[src/rtl/cabad_pkg.sv]
package cabad_pkg;
  typedef enum logic [1:0] {
    MODE_INIT = 2'b00,
    MODE_REG  = 2'b01,
    MODE_BYP  = 2'b10,
    MODE_BYP2 = 2'b11
  } req_mode_e;

  typedef enum logic [1:0] {
    ST_IDLE = 2'd0,
    ST_FILL = 2'd1,
    ST_NORM = 2'd2,
    ST_BYP  = 2'd3
  } eng_state_e;
endpackage

[src/rtl/cabad_lps_rom.sv]
module cabad_lps_rom #(
  parameter int IDX_W = 6
) (
  input  logic [IDX_W-1:0] idx,
  input  logic [1:0]       quart,
  output logic [7:0]       lps_width,
  output logic [IDX_W-1:0] lps_next
);
  logic [31:0] row;

  always_comb begin
    case (idx)
      6'd0:  row = {8'd128, 8'd176, 8'd208, 8'd240};
      6'd1:  row = {8'd128, 8'd167, 8'd197, 8'd227};
      6'd2:  row = {8'd128, 8'd158, 8'd187, 8'd216};
      6'd3:  row = {8'd123, 8'd150, 8'd178, 8'd205};
      6'd4:  row = {8'd116, 8'd142, 8'd169, 8'd195};
      6'd5:  row = {8'd111, 8'd135, 8'd160, 8'd185};
      6'd6:  row = {8'd105, 8'd128, 8'd152, 8'd175};
      6'd7:  row = {8'd100, 8'd122, 8'd144, 8'd166};
      6'd8:  row = {8'd95,  8'd116, 8'd137, 8'd158};
      6'd9:  row = {8'd90,  8'd110, 8'd130, 8'd150};
      6'd10: row = {8'd85,  8'd104, 8'd123, 8'd142};
      6'd11: row = {8'd81,  8'd99,  8'd117, 8'd135};
      6'd12: row = {8'd77,  8'd94,  8'd111, 8'd128};
      6'd13: row = {8'd73,  8'd89,  8'd105, 8'd122};
      6'd14: row = {8'd69,  8'd85,  8'd100, 8'd116};
      6'd15: row = {8'd66,  8'd80,  8'd95,  8'd110};
      6'd16: row = {8'd62,  8'd76,  8'd90,  8'd104};
      6'd17: row = {8'd59,  8'd72,  8'd86,  8'd99};
      6'd18: row = {8'd56,  8'd69,  8'd81,  8'd94};
      6'd19: row = {8'd53,  8'd65,  8'd77,  8'd89};
      6'd20: row = {8'd51,  8'd62,  8'd73,  8'd85};
      6'd21: row = {8'd48,  8'd59,  8'd69,  8'd80};
      6'd22: row = {8'd46,  8'd56,  8'd66,  8'd76};
      6'd23: row = {8'd43,  8'd53,  8'd63,  8'd72};
      6'd24: row = {8'd41,  8'd50,  8'd59,  8'd69};
      6'd25: row = {8'd39,  8'd48,  8'd56,  8'd65};
      6'd26: row = {8'd37,  8'd45,  8'd54,  8'd62};
      6'd27: row = {8'd35,  8'd43,  8'd51,  8'd59};
      6'd28: row = {8'd33,  8'd41,  8'd48,  8'd56};
      6'd29: row = {8'd32,  8'd39,  8'd46,  8'd53};
      6'd30: row = {8'd30,  8'd37,  8'd43,  8'd50};
      6'd31: row = {8'd29,  8'd35,  8'd41,  8'd48};
      6'd32: row = {8'd27,  8'd33,  8'd39,  8'd45};
      6'd33: row = {8'd26,  8'd31,  8'd37,  8'd43};
      6'd34: row = {8'd24,  8'd30,  8'd35,  8'd41};
      6'd35: row = {8'd23,  8'd28,  8'd33,  8'd39};
      6'd36: row = {8'd22,  8'd27,  8'd32,  8'd37};
      6'd37: row = {8'd21,  8'd26,  8'd30,  8'd35};
      6'd38: row = {8'd20,  8'd24,  8'd29,  8'd33};
      6'd39: row = {8'd19,  8'd23,  8'd27,  8'd31};
      6'd40: row = {8'd18,  8'd22,  8'd26,  8'd30};
      6'd41: row = {8'd17,  8'd21,  8'd25,  8'd28};
      6'd42: row = {8'd16,  8'd20,  8'd23,  8'd27};
      6'd43: row = {8'd15,  8'd19,  8'd22,  8'd25};
      6'd44: row = {8'd14,  8'd18,  8'd21,  8'd24};
      6'd45: row = {8'd14,  8'd17,  8'd20,  8'd23};
      6'd46: row = {8'd13,  8'd16,  8'd19,  8'd22};
      6'd47: row = {8'd12,  8'd15,  8'd18,  8'd21};
      6'd48: row = {8'd12,  8'd14,  8'd17,  8'd20};
      6'd49: row = {8'd11,  8'd14,  8'd16,  8'd19};
      6'd50: row = {8'd11,  8'd13,  8'd15,  8'd18};
      6'd51: row = {8'd10,  8'd12,  8'd15,  8'd17};
      6'd52: row = {8'd10,  8'd12,  8'd14,  8'd16};
      6'd53: row = {8'd9,   8'd11,  8'd13,  8'd15};
      6'd54: row = {8'd9,   8'd11,  8'd12,  8'd14};
      6'd55: row = {8'd8,   8'd10,  8'd12,  8'd14};
      6'd56: row = {8'd8,   8'd9,   8'd11,  8'd13};
      6'd57: row = {8'd7,   8'd9,   8'd11,  8'd12};
      6'd58: row = {8'd7,   8'd9,   8'd10,  8'd12};
      6'd59: row = {8'd7,   8'd8,   8'd10,  8'd11};
      6'd60: row = {8'd6,   8'd8,   8'd9,   8'd11};
      6'd61: row = {8'd6,   8'd7,   8'd9,   8'd10};
      6'd62: row = {8'd6,   8'd7,   8'd8,   8'd9};
      default: row = {8'd2, 8'd2,   8'd2,   8'd2};
    endcase
  end

  assign lps_width = row[8*(3-int'(quart)) +: 8];

  always_comb begin
    case (idx)
      6'd0, 6'd1:                  lps_next = 6'd0;
      6'd2:                        lps_next = 6'd1;
      6'd3, 6'd4:                  lps_next = 6'd2;
      6'd5, 6'd6:                  lps_next = 6'd4;
      6'd7:                        lps_next = 6'd5;
      6'd8:                        lps_next = 6'd6;
      6'd9:                        lps_next = 6'd7;
      6'd10:                       lps_next = 6'd8;
      6'd11, 6'd12:                lps_next = 6'd9;
      6'd13, 6'd14:                lps_next = 6'd11;
      6'd15:                       lps_next = 6'd12;
      6'd16, 6'd17:                lps_next = 6'd13;
      6'd18, 6'd19:                lps_next = 6'd15;
      6'd20, 6'd21:                lps_next = 6'd16;
      6'd22, 6'd23:                lps_next = 6'd18;
      6'd24, 6'd25:                lps_next = 6'd19;
      6'd26, 6'd27:                lps_next = 6'd21;
      6'd28, 6'd29:                lps_next = 6'd22;
      6'd30:                       lps_next = 6'd23;
      6'd31, 6'd32:                lps_next = 6'd24;
      6'd33:                       lps_next = 6'd25;
      6'd34, 6'd35:                lps_next = 6'd26;
      6'd36, 6'd37:                lps_next = 6'd27;
      6'd38:                       lps_next = 6'd28;
      6'd39, 6'd40:                lps_next = 6'd29;
      6'd41, 6'd42, 6'd43:         lps_next = 6'd30;
      6'd44:                       lps_next = 6'd31;
      6'd45, 6'd46:                lps_next = 6'd32;
      6'd47, 6'd48, 6'd49:         lps_next = 6'd33;
      6'd50, 6'd51:                lps_next = 6'd34;
      6'd52, 6'd53, 6'd54:         lps_next = 6'd35;
      6'd55, 6'd56, 6'd57:         lps_next = 6'd36;
      6'd58, 6'd59, 6'd60:         lps_next = 6'd37;
      6'd61, 6'd62:                lps_next = 6'd38;
      default:                     lps_next = 6'd63;
    endcase
  end
endmodule

[src/rtl/cabad_ctx_next.sv]
module cabad_ctx_next #(
  parameter int IDX_W = 6
) (
  input  logic             clk,
  input  logic             rst_n,
  input  logic             upd_en,
  input  logic [IDX_W:0]   state_in,
  input  logic             is_lps,
  input  logic [IDX_W-1:0] lps_next,
  output logic [IDX_W:0]   state_out
);
  localparam logic [IDX_W-1:0] MAX_IDX = IDX_W'((1 << IDX_W) - 2);

  logic [IDX_W-1:0] idx;
  logic             mps;
  logic [IDX_W-1:0] mps_next;

  assign idx      = state_in[IDX_W:1];
  assign mps      = state_in[0];
  assign mps_next = (idx >= MAX_IDX) ? MAX_IDX : idx + 1'b1;

  always_comb begin
    if (is_lps) state_out = {lps_next, (idx == '0) ? ~mps : mps};
    else        state_out = {mps_next, mps};
  end

  AST_MPS_SATURATES: assert property (@(posedge clk) disable iff (!rst_n)
    (upd_en && !is_lps && state_in[IDX_W:1] <= MAX_IDX) |-> (state_out[IDX_W:1] <= MAX_IDX));
  AST_LPS_FLIP_ONLY_AT_ZERO: assert property (@(posedge clk) disable iff (!rst_n)
    (upd_en && is_lps && state_in[IDX_W:1] != '0) |-> (state_out[0] == state_in[0]));
endmodule

[src/rtl/cabad_engine.sv]
module cabad_engine
  import cabad_pkg::*;
#(
  parameter int IDX_W   = 6,
  parameter int RANGE_W = 9
) (
  input  logic               clk,
  input  logic               rst_n,
  input  logic               req_valid,
  output logic               req_ready,
  input  logic [1:0]         req_mode,
  input  logic [IDX_W:0]     req_state,
  input  logic               bit_valid,
  output logic               bit_ready,
  input  logic               bit_data,
  output logic               res_valid,
  output logic               res_bin,
  output logic [IDX_W:0]     res_state
);
  localparam int CNT_W = $clog2(RANGE_W + 1);
  localparam logic [RANGE_W-1:0] RANGE_INIT = RANGE_W'((1 << RANGE_W) - 2);

  eng_state_e         st_q;
  logic [RANGE_W-1:0] range_q, offset_q;
  logic [CNT_W-1:0]   fill_cnt_q;

  logic [7:0]         lps_w;
  logic [IDX_W-1:0]   lps_nxt;
  logic [RANGE_W-1:0] rmps;
  logic               is_lps;
  logic [IDX_W:0]     st_upd;
  logic [RANGE_W:0]   byp_t, byp_sub;
  logic               accept;

  cabad_lps_rom #(.IDX_W(IDX_W)) u_rom (
    .idx      (req_state[IDX_W:1]),
    .quart    (range_q[RANGE_W-2 -: 2]),
    .lps_width(lps_w),
    .lps_next (lps_nxt)
  );

  assign rmps   = range_q - {{(RANGE_W-8){1'b0}}, lps_w};
  assign is_lps = (offset_q >= rmps);
  assign accept = req_valid && req_ready;

  cabad_ctx_next #(.IDX_W(IDX_W)) u_ctx (
    .clk      (clk),
    .rst_n    (rst_n),
    .upd_en   (accept && (req_mode == MODE_REG)),
    .state_in (req_state),
    .is_lps   (is_lps),
    .lps_next (lps_nxt),
    .state_out(st_upd)
  );

  assign byp_t   = {offset_q, bit_data};
  assign byp_sub = byp_t - {1'b0, range_q};

  assign req_ready = (st_q == ST_IDLE);
  assign bit_ready = (st_q == ST_FILL) || (st_q == ST_BYP) ||
                     ((st_q == ST_NORM) && !range_q[RANGE_W-1]);

  always_ff @(posedge clk or negedge rst_n) begin
    if (!rst_n) begin
      st_q       <= ST_IDLE;
      range_q    <= RANGE_INIT;
      offset_q   <= '0;
      fill_cnt_q <= '0;
      res_valid  <= 1'b0;
      res_bin    <= 1'b0;
      res_state  <= '0;
    end else begin
      res_valid <= 1'b0;
      case (st_q)
        ST_IDLE: if (accept) begin
          case (req_mode)
            MODE_INIT: begin
              range_q    <= RANGE_INIT;
              offset_q   <= '0;
              fill_cnt_q <= CNT_W'(RANGE_W);
              res_bin    <= 1'b0;
              res_state  <= req_state;
              st_q       <= ST_FILL;
            end
            MODE_REG: begin
              res_state <= st_upd;
              if (is_lps) begin
                res_bin  <= ~req_state[0];
                offset_q <= offset_q - rmps;
                range_q  <= {{(RANGE_W-8){1'b0}}, lps_w};
              end else begin
                res_bin <= req_state[0];
                range_q <= rmps;
              end
              st_q <= ST_NORM;
            end
            default: begin
              res_state <= req_state;
              st_q      <= ST_BYP;
            end
          endcase
        end
        ST_FILL: if (bit_valid) begin
          offset_q   <= {offset_q[RANGE_W-2:0], bit_data};
          fill_cnt_q <= fill_cnt_q - 1'b1;
          if (fill_cnt_q == CNT_W'(1)) begin
            res_valid <= 1'b1;
            st_q      <= ST_IDLE;
          end
        end
        ST_NORM: begin
          if (range_q[RANGE_W-1]) begin
            res_valid <= 1'b1;
            st_q      <= ST_IDLE;
          end else if (bit_valid) begin
            range_q  <= {range_q[RANGE_W-2:0], 1'b0};
            offset_q <= {offset_q[RANGE_W-2:0], bit_data};
          end
        end
        ST_BYP: if (bit_valid) begin
          if (byp_t >= {1'b0, range_q}) begin
            res_bin  <= 1'b1;
            offset_q <= byp_sub[RANGE_W-1:0];
          end else begin
            res_bin  <= 1'b0;
            offset_q <= byp_t[RANGE_W-1:0];
          end
          res_valid <= 1'b1;
          st_q      <= ST_IDLE;
        end
        default: st_q <= ST_IDLE;
      endcase
    end
  end

  AST_RANGE_NORMALISED: assert property (@(posedge clk) disable iff (!rst_n)
    (st_q != ST_NORM) |-> range_q[RANGE_W-1]);
  AST_STALL_HOLDS_OFFSET: assert property (@(posedge clk) disable iff (!rst_n)
    (st_q != ST_IDLE && !bit_valid) |=> $stable(offset_q));
  AST_BYPASS_KEEPS_RANGE: assert property (@(posedge clk) disable iff (!rst_n)
    (st_q == ST_BYP) |=> $stable(range_q));
  AST_RESULT_SINGLE_PULSE: assert property (@(posedge clk) disable iff (!rst_n)
    res_valid |=> !res_valid);
  AST_BUSY_AFTER_ACCEPT: assert property (@(posedge clk) disable iff (!rst_n)
    accept |=> !req_ready);
  AST_INIT_RANGE: assert property (@(posedge clk) disable iff (!rst_n)
    (accept && req_mode == MODE_INIT) |=> (range_q == RANGE_INIT));
endmodule

[config.mk]
export PLATFORM = sky130hd
export DESIGN_NAME = cabad_engine
export DESIGN_NICKNAME = d
export VERILOG_FILES = /design/src/rtl/cabad_pkg.sv /design/src/rtl/cabad_lps_rom.sv /design/src/rtl/cabad_ctx_next.sv /design/src/rtl/cabad_engine.sv
export SDC_FILE = /design/constraint.sdc
export NUM_CORES = 1
export LEC_CHECK = 0
export ABC_AREA = 1
export ABC_CLOCK_PERIOD_IN_PS = 4600
export BUFFER_PORTS_ARGS = -buffer_cell sky130_fd_sc_hd__buf_2
export CAP_MARGIN = 20
export CORE_MARGIN = 2
export CORE_UTILIZATION = 25
export CTS_BUF_LIST = sky130_fd_sc_hd__clkbuf_8
export DETAILED_ROUTE_END_ITERATION = 8
export PLACE_DENSITY = 0.49
export SYNTH_ARGS = -nofsm -noshare
export SYNTH_HDL_FRONTEND = slang
export SYNTH_SLANG_ARGS = --single-unit
[constraint.sdc]
create_clock -name clk -period 4.6 [get_ports clk]
set_input_delay 0.23 -clock clk [delete_from_list [all_inputs] [get_ports clk]]
set_output_delay 0.23 -clock clk [all_outputs]
set_load 0.03 [all_outputs]
==> run summary <==
run status - finished clean
most frequent cells in the layout - sky130_fd_sc_hd__nand2_1 (227), sky130_fd_sc_hd__buf_4 (163), sky130_fd_sc_hd__inv_1 (116)
Internal Pwr Total - 2.225 mW
number of search-and-repair iterations in the first detailed-routing pass - 6
Max Freq - 230.0 MHz
kind of cell with the highest combined delay on the critical path - simple AND/OR/NAND/NOR gates
maximum fanout along the worst path - 17
Synth async-reset ratio - 100.0%
sequential cell area fraction in the yosys report - 14.52%
aggregate global-route resource usage - 20.99%
fraction of power spent switching nets - 52.70%
capturing point of the worst reg2reg path - offset_q[3]
kind of end point of the critical path - flip-flop
antenna fix cells - 0
library cells used by synthesis - 57
least setup slack across all paths after layout - 0.2523 ns
Worst setup SP type - input pin
clock latency on the worst-skew pair - 0.30 ns
worst r2r path cells - 26
count of antenna-violating nets left after detailed routing - 0
number of remaining DRC errors - 0
FF+latch count, synth - 33
final net count - 1,206
most frequently used flop master after synthesis - sky130_fd_sc_hd__dfrtp_1
most common cell after layout, fill and taps aside - sky130_fd_sc_hd__nand2_1
cell at the slowest stage of the critical path - sky130_fd_sc_hd__ha_1
Max Root-Sink Buffers - 2
placed wire-length estimate - 20,440 um
number of port buffers - 24
Hold Fails Final Rpt - 0
IO Pins - 25
Post-synth EDFFs - 0
number of cells in the design after placement - 1,410
Mapped Nets - 1,039
number of max-cap violations - 0
global-route wire length before repair - 39,740 um
GR Util met3 - 3.500%
die footprint - 0.02426 mm^2
total number of yosys warnings - 0
DRC violation total after the first TritonRoute iteration - 861
CTS root buf - sky130_fd_sc_hd__clkbuf_8
layer carrying the most global-route usage - met2
power spent charging and discharging nets - 2.479 mW
Hold Path Class - input pin to async pin
GR met1 Demand/Resource - 29.97%
part of the power in the clock network - 6.7%
final non-filler cell total - 1,423
Detailed Route WL - 25,460 um
share of the clock period used by the worst path - 94.52%
worst-case setup slack after placement - -0.4349 ns
clock edge transition at the registers on the reported setup and hold paths - 0.08 ns
Logic pwr share - 81.9%
maximum number of pins on one net before global-route repair - 34
placeable core region - 0.02264 mm^2
Reg2Reg Setup Slack - 0.38 ns
met2 usage in global routing - 33.21%
share of post-route cells with drive strength above 1 - 26.10%
routability congestion estimate - 1.000
via count of the first global-routing pass - 7,025
die height - 155.7 um
mapped cell area - 0.005757 mm^2
highest cell delay on the worst timing path - 0.28 ns
Area Overhead vs Synth - 34.49%
clock period minus worst slack - 4.348 ns
overall die width - 155.7 um
starting density of the core - 25.43%
Final Max Tran Viols - 0
worst-case vdd ir drop - 280.9 uV
Worst R2R Start - range_q[6]
clock buffers created by TritonCTS - 5
Critical Path RT - 4.80 ns
Crit Path Class - input pin to flip-flop
share of power burned in registers - 11.5%
GRT overflow - 0
worst max-slew margin expressed relative to the limit - 45.10%
Post-Synthesis Mean Instance Area - 5.935 um^2
Arr. time, crit path - 4.54 ns
most used cell along the critical path - sky130_fd_sc_hd__nand2_1
Clock Skews - 0.008013 ns
Cells after Synth - 970
Static Leakage - 3.930 nW
detailed-route vias per instance - 5.189
routed length per placed instance - 17.89 um
number of antenna violations at the first check in global routing - 0
CTS tree - built
transition time at the pin with the least slew margin - 0.8131 ns
worst path buffer plus inverter count - 10
power density cells - 607.6 mW/mm^2
number of sinks on the clock net - 33
vias post-DR - 7,384
CTS H-Tree Depth - 2
row count - 55
final setup violation count - 0
==> Yosys cell counts (all sizes together), types with 8 or more instances <==
cell type    n  area, um^2
ha          51       638.1
nor2        89       356.6
dfstp        8       210.2
dfrtp       25       625.6
nand4       11       68.82
nand2      251        1002
clkbuf      12       45.04
a21oi       87       435.4
o22ai       17       106.4
o21ai       84       424.2
nor3        10       50.05
nand3       88       450.4
inv        129       491.7
o211ai      16       120.1
buf         24       155.1
==> logic make-up after synthesis <==
| kind of cell | synth area share, % |
|---|---|
| AND/OR/NAND/NOR | 34.75 |
| AO/OA/AOI/OAI | 24.80 |
| buffers and inverters | 12.08 |
| flip-flops | 14.52 |
| adder cells (fa/ha/maj) | 12.48 |
| XOR/XNOR | 1.369 |
==> sequential cells by signal, summed over array words and instances (netlist names) <==
signal	flops
offset_q	9
res_bin	1
st_q	2
range_q	9
res_valid	1
res_state	7
fill_cnt_q	4
==> how the worst max path moves through the flow <==
stage | from | end | slack [ns] | cells after the start
final | req_state[2] | offset_q[3] | 0.25 | 35
after global routing | req_state[2] | res_state[1] | -0.09 | 35
after CTS | req_state[2] | res_state[3] | 0.05 | 35
after detailed placement | req_state[2] | res_state[3] | -0.43 | 33
after global placement | req_state[2] | res_state[5] | -0.42 | 33
after floorplan | req_state[1] | offset_q[7] | 0.38 | 36
==> layout make-up <==
type | count | area [um^2]
clock buffers | 6 | 82.58
clock inverters | 2 | 37.54
fillers | 2508 | 14900
inverters | 130 | 503.0
multi-input cells | 771 | 4423
flip-flops and latches | 33 | 835.8
well taps | 285 | 356.6
repair buffers | 196 | 1504
==> routing by layer <==
layer  part of all wire (%)  wire length (um)
met1                     46             11820
met2                     44             11250
met3                    7.5              1909
met4                    1.9               478
met5                      0                 0
==> stage by stage <==
stage	util, %	power (mW)	hold slack (ns)	TNS [ns]	cell area, um^2
floorplan	-	2.715	-0.06559	0	5757
global placement	32.52	4.105	0.3750	-9.756	7362
detailed placement	32.52	4.094	0.3819	-10.09	7362
CTS	33.11	4.447	0.05271	0	7496
global route	34.20	5.175	0.07961	-1.225	7742
finish	34.20	4.704	0.01597	0	7742
==> what timing repair did <==
| item | 4_1_cts | 5_1_grt |
|---|---|---|
| setup endpoints to repair | 25 | 26 |
| endpoints found under the hold margin | 0 | 0 |
| hold buffers | 0 | 0 |
| pin swaps | 0 | 19 |
| gates cloned | 0 | 0 |
| buffers inserted | 0 | 5 |
| resized for setup | 5 | 57 |
==> power by group through the flow <==
| stage | Clock [mW] | Combinational, mW | Sequential [mW] |
|---|---|---|---|
| after global routing | 0.331 | 4.29 | 0.556 |
| after detailed placement | 0 | 3.55 | 0.541 |
| after global placement | 0 | 3.56 | 0.543 |
| after floorplan | 0 | 2.13 | 0.582 |
| final | 0.314 | 3.85 | 0.539 |
| after CTS | 0.315 | 3.59 | 0.537 |
Power figures use the tool's default switching activity.
